$ cat config.mk
export PLATFORM = sky130hd
export DESIGN_NAME = dispatch_group_former
export DESIGN_NICKNAME = d
export VERILOG_FILES = /design/src/rtl/dgf_pkg.sv /design/src/rtl/dgf_ctrl.sv /design/src/rtl/dgf_data.sv /design/src/rtl/dispatch_group_former.sv
export SDC_FILE = /design/constraint.sdc
export NUM_CORES = 1
export LEC_CHECK = 0
export BUFFER_PORTS_ARGS = -buffer_cell sky130_fd_sc_hd__buf_2
export CELL_PAD_IN_SITES_DETAIL_PLACEMENT = 1
export CELL_PAD_IN_SITES_GLOBAL_PLACEMENT = 2
export CORE_MARGIN = 4
export CORE_UTILIZATION = 43
export CTS_CLUSTER_SIZE = 14
export DETAILED_ROUTE_END_ITERATION = 16
export PLACE_DENSITY_LB_ADDON = 0.1
export SYNTH_ARGS = -nofsm -noshare
export SYNTH_HDL_FRONTEND = slang
export SYNTH_SLANG_ARGS = --single-unit
$ cat constraint.sdc
create_clock -name clk -period 3.8 [get_ports clk]
set_input_delay 0.38 -clock clk [delete_from_list [all_inputs] [get_ports clk]]
set_output_delay 0.38 -clock clk [all_outputs]
set_load 0.01 [all_outputs]
$ cat src/rtl/dgf_pkg.sv
package dgf_pkg;
  localparam int CLS_W    = 4;
  localparam int NB_SLOTS = 4;
  localparam int BR_SLOTS = 2;
  localparam int SLOTS    = NB_SLOTS + BR_SLOTS;

  localparam logic [CLS_W-1:0] CLS_SIMPLE = 4'd0;
  localparam logic [CLS_W-1:0] CLS_SLOT1  = 4'd1;
  localparam logic [CLS_W-1:0] CLS_PAIR   = 4'd2;
  localparam logic [CLS_W-1:0] CLS_QUAD   = 4'd3;
  localparam logic [CLS_W-1:0] CLS_PERM   = 4'd4;
  localparam logic [CLS_W-1:0] CLS_BRANCH = 4'd5;

  typedef struct packed {
    logic             emit;       // move builder to output register
    logic             place;      // write incoming instruction into builder
    logic [SLOTS-1:0] placeMask;  // slots the incoming instruction takes
  } dgfStrobe_t;
endpackage

$ cat src/rtl/dgf_ctrl.sv
module dgf_ctrl
  import dgf_pkg::*;
(
  input  logic             inValid,
  input  logic [CLS_W-1:0] inClass,
  input  logic             grpReady,
  input  logic             oValid,
  input  logic [SLOTS-1:0] bMask,
  output logic             inReady,
  output dgfStrobe_t       strobe
);
  // Returns {fits, slotMask} for class c against occupancy m.
  function automatic logic [SLOTS:0] placeFor(input logic [CLS_W-1:0] c,
                                              input logic [SLOTS-1:0] m);
    logic ok;
    logic [SLOTS-1:0] p;
    ok = 1'b0;
    p  = '0;
    if (!m[SLOTS-1]) begin
      case (c)
        CLS_SLOT1: if (!m[0]) begin ok = 1'b1; p[0] = 1'b1; end
        CLS_PAIR:  if (m[NB_SLOTS-1:0] == '0) begin ok = 1'b1; p[1:0] = 2'b11; end
        CLS_QUAD:  if (m[NB_SLOTS-1:0] == '0) begin ok = 1'b1; p[NB_SLOTS-1:0] = '1; end
        CLS_PERM: begin
          if (!m[0]) begin ok = 1'b1; p[0] = 1'b1; end
          else if (!m[1]) begin ok = 1'b1; p[1] = 1'b1; end
        end
        CLS_BRANCH: begin
          ok = 1'b1;
          if (!m[NB_SLOTS]) p[NB_SLOTS] = 1'b1;
          else p[NB_SLOTS+1] = 1'b1;
        end
        default: begin
          for (int i = 0; i < NB_SLOTS; i++) begin
            if (!ok && !m[i]) begin ok = 1'b1; p[i] = 1'b1; end
          end
        end
      endcase
    end
    return {ok, p};
  endfunction

  logic [SLOTS:0] curFit;
  logic [SLOTS:0] freshFit;
  logic busy, outFree, mustClose;

  always_comb begin
    curFit    = placeFor(inClass, bMask);
    freshFit  = placeFor(inClass, '0);
    busy      = |bMask;
    outFree   = !oValid || grpReady;
    mustClose = busy && (!inValid || !curFit[SLOTS]);
    inReady   = curFit[SLOTS] || outFree;
    strobe.emit      = mustClose && outFree;
    strobe.place     = inValid && inReady;
    strobe.placeMask = strobe.emit ? freshFit[SLOTS-1:0] : curFit[SLOTS-1:0];
  end
endmodule

$ cat src/rtl/dgf_data.sv
module dgf_data
  import dgf_pkg::*;
#(
  parameter int TAG_W = 8
) (
  input  logic                   clk,
  input  logic                   rstN,
  input  dgfStrobe_t             strobe,
  input  logic [TAG_W-1:0]       inTag,
  input  logic                   grpReady,
  output logic [SLOTS-1:0]       bMask,
  output logic                   oValid,
  output logic [SLOTS-1:0]       oMask,
  output logic [SLOTS*TAG_W-1:0] oTags
);
  always_ff @(posedge clk or negedge rstN) begin
    if (!rstN) begin
      oValid <= 1'b0;
      oMask  <= '0;
      bMask  <= '0;
    end else begin
      if (strobe.emit) begin
        oValid <= 1'b1;
        oMask  <= bMask;
      end else if (grpReady) begin
        oValid <= 1'b0;
      end
      if (strobe.emit)
        bMask <= strobe.place ? strobe.placeMask : '0;
      else if (strobe.place)
        bMask <= bMask | strobe.placeMask;
    end
  end

  for (genvar s = 0; s < SLOTS; s++) begin : gSlot
    logic [TAG_W-1:0] bTag;
    always_ff @(posedge clk or negedge rstN) begin
      if (!rstN) begin
        bTag                     <= '0;
        oTags[s*TAG_W +: TAG_W]  <= '0;
      end else begin
        if (strobe.place && strobe.placeMask[s]) bTag <= inTag;
        if (strobe.emit) oTags[s*TAG_W +: TAG_W] <= bTag;
      end
    end
  end
endmodule

$ cat src/rtl/dispatch_group_former.sv
module dispatch_group_former
  import dgf_pkg::*;
#(
  parameter int TAG_W = 8
) (
  input  logic                   clk,
  input  logic                   rstN,
  input  logic                   inValid,
  output logic                   inReady,
  input  logic [CLS_W-1:0]       inClass,
  input  logic [TAG_W-1:0]       inTag,
  output logic                   grpValid,
  input  logic                   grpReady,
  output logic [SLOTS-1:0]       grpMask,
  output logic [SLOTS*TAG_W-1:0] grpTags
);
  dgfStrobe_t       strobe;
  logic [SLOTS-1:0] bMask;

  dgf_ctrl uCtrl (
    .inValid (inValid),
    .inClass (inClass),
    .grpReady(grpReady),
    .oValid  (grpValid),
    .bMask   (bMask),
    .inReady (inReady),
    .strobe  (strobe)
  );

  dgf_data #(.TAG_W(TAG_W)) uData (
    .clk     (clk),
    .rstN    (rstN),
    .strobe  (strobe),
    .inTag   (inTag),
    .grpReady(grpReady),
    .bMask   (bMask),
    .oValid  (grpValid),
    .oMask   (grpMask),
    .oTags   (grpTags)
  );
endmodule

==> impl_results.md <==
- Status: completed
- GP Congestion: 0.785
- Place WS: around 0.76 ns
- Slew margin rel.: 39.3%
- Max VDD drop: ~0.33 mV
- Initial antenna violation count: 0
- IO buf count: 71
- Mapped Nets: 294
- Number of global-route vias before repair: 2785
- Synth area leader: dfrtp_1
- Share of the synthesized area in the top cell type: 62.1%
- Clock buffer depth: 2
- TritonCTS buffer count: 9
- Routed vias/inst: 5.22
- # rows: 36
- Worst-margin pin slew: 0.908 ns
- Via count: 2575
- Area fraction in compound gates after synthesis: 4.90%
- Critical path class: reg -> reg
- CP Capture Type: register
- Worst Hold Class: in -> reg
- Area Growth Syn to Fin: 15.9%
- Synth warn: 0
- DRT antenna net count: 0
- Leakage: 0.00244 uW
- Initial Util: roughly 45%
- Part of the cycle the worst path needs: 78.8%
- GRT met3 Usage: 4.74%
- Final min period: 2.99 ns
- Share of cells above drive strength 1: a little under three fifths
- Fin worst setup slack: 0.807 ns
- Initial DRC Count: 73
- Htree depth: 3
- Synth top area cells: dfrtp_1 62%, mux2_2 24%, mux2_4 2.7%, buf_4 0.68%, a2bb2oi_4 0.60%
- Fin. Hold Viols: 0
- PwrDens: 798 nW/um^2
- DP HPWL: about 6.5 mm
- Final Max Tran Viols: 0
- M2 GR Usage: 26.7%
- Met1 Usage GRT: 22.6%
- Achievable clock frequency: 334 MHz
- Synth Area in Simple Gates: 3.93%
- Critical path arrival: ~3.3 ns
- Setup TNS: 0 ns
- Gr usage total: 16.8%
- Final core utilization: 51.6%
- GR peak layer: met2
- Later-pin clock latency in the skew report: roughly 0.37 ns
- DR DRC count: 0
- Overflow after GRT: 0
- Syn Area/Cell: roughly 16 um^2
- DR pass1 iterations: 5
- Clock-pin slew on the worst setup and hold paths: between 0.1 and 0.15 ns
- WL/cell: ~19 um
- Die span in y: 109 um
- CTS tree: yes
- Synth Area in XOR/XNOR: 0%
- Post-CTS sizing: 0
- Number of synthesized register bits: 109
- Diode count: 0
- Main combinational cell family by area after synthesis: multiplexers
- Post-synthesis sequential area ratio: 62.1%
- Final #Nets: 371
- Critical path startpoint category: register
- Crit-path max FO: 26
- Largest net degree at the start of global routing: 42
- Distinct cells, synth: 40
- Syn Inst Count: roughly 280
- Post-synthesis mux area share: 27.1%
- Required time of the worst setup path: 4.06 ns
- Synth Area in Adders: 0%
- Setup-failing EPs final: 0
- Mapped Area: 4390 um^2
- Die area: approximately 12000 um^2
- First-pass GRT wire length: 15.0 mm
- CTS root buffer: clkbuf_8
- Core area: 9860 um^2
- RSZ-0062 raised after global routing: no
- IO Count: about 70
- Total Routed Length: between 9 and 10 mm
- Total of max-cap violations: 0
- Worst clock skew: 0.0120 ns
- Chip width: around 110 um
- CTS sink count: 109
-- metrics by stage --
stage,cells,hold WS (ns),power (uW),area (um^2)
after detailed placement,476,0.360,3450,4890
after floorplan,278,0.0844,2910,4390
after global placement,476,0.352,3390,4890
after global routing,493,0.334,4340,5090
after CTS,493,0.332,4130,5090
final,493,0.338,4060,5090
-- layout by cell type, fill, tap and decap left out, types with 2 or more instances in the layout --
cell and instances:
inv_1 3, o21ai_0 5, nor2_1 3, buf_2 70, nor3_1 2, mux2_4 8
dfrtp_1 109, a21oi_1 2, buf_4 6, nor2b_1 4, inv_6 2, a31oi_1 2
nand2b_1 4, mux2_2 95, or3_1 2, clkbuf_8 11, a21o_1 2, nand2_1 4
-- layout make-up --
cell class,instances,area [um^2]
Clock buffer,12,155
Clock inverter,4,37.5
Fill cell,975,4780
Inverter,3,11.3
Multi-Input combinational cell,155,1590
Sequential cell,109,2730
Tap cell,133,166
Timing Repair Buffer,77,405
-- layer usage --
| metal | up-vias | share of wire (%) |
|---|---|---|
| met1 | 1361 | 46 |
| met4 | 0 | 1.1 |
| li1 | 1150 | - |
| met2 | 55 | 48 |
| met3 | 9 | 5.2 |
| met5 | - | 0 |
-- logic make-up (layout without fill, tap and decap cells) --
kind of cell,Yosys count,count (layout)
DFF,109,109
muxes,103,103
and+or+nand+nor,28,28
AOI/OAI and AO/OA,24,24
buffers and inverters,14,96
-- synthesized netlist by cell type --
| cell type | count |
|---|---|
| or4_4 | 1 |
| o21a_1 | 1 |
| or2_2 | 1 |
| mux2_2 | 95 |
| nor2b_1 | 4 |
| dfrtp_1 | 109 |
| o21ai_2 | 1 |
| buf_4 | 4 |
| nor4bb_1 | 1 |
| inv_1 | 3 |
| o22a_1 | 1 |
| or3_1 | 2 |
| buf_2 | 3 |
| and4b_1 | 1 |
| nand3b_1 | 1 |
| and3_1 | 1 |
| a2111o_1 | 1 |
| a21oi_1 | 2 |
| a32oi_1 | 1 |
| o311ai_2 | 1 |
| o211ai_1 | 1 |
| o31ai_4 | 1 |
| nand2b_1 | 4 |
| a2bb2oi_4 | 1 |
| nor2_1 | 3 |
| mux2_4 | 8 |
| a32o_1 | 1 |
| nor3b_1 | 1 |
| a31oi_1 | 2 |
| clkbuf_1 | 2 |
| a21boi_0 | 1 |
| nor3_1 | 2 |
| o2bb2ai_1 | 1 |
| buf_6 | 2 |
| o21ai_0 | 5 |
| nand2_1 | 4 |
| and3b_1 | 1 |
| nand4_1 | 1 |
| o32a_1 | 1 |
| a21o_1 | 2 |
-- flip-flops by register name, summed over array words and instances, names as in the netlist --
signal and count:
uData.bMask 6, uData.oMask 6, uData.oValid 1, uData.oTags 48, uData.gSlot.bTag 48
-- power by group --
group | switching (uW) | internal (uW) | leakage [uW]
Clock | 390 | 286 | 0.0000995
Sequential | 277 | 1670 | 0.00136
Combinational | 637 | 805 | 0.000978
-- repair_timing --
action	4_1_cts	5_1_grt
endpoints found under the setup margin	0	0
setup buffers	0	0
hold buffers	1	0
hold endpoints to repair	32	0
-- critical path: stages (launching register included) --
cell,delay [ns]
dfrtp_1,0.48
or4_4,0.61
a21boi_0,0.18
a31oi_1,0.17
o21ai_4,0.75
buf_4,0.34
mux2_2,0.36
-- worst paths after layout --
kind	start	end	slack (ns)	depth (start not counted)
min in group asynchronous	rstN	uData.gSlot[4].bTag[6]	0.50	2
hold / removal	inTag[0]	uData.gSlot[1].bTag[0]	0.34	2
max in group asynchronous	rstN	uData.oTags[22]	2.39	3
hold reg to reg	uData.gSlot[5].bTag[4]	uData.oTags[44]	0.51	1
setup reg to reg	uData.bMask[0]	uData.oTags[11]	0.81	6
setup / recovery	uData.bMask[0]	uData.oTags[11]	0.81	6
Note: power is estimated with default switching activity, not from simulation.
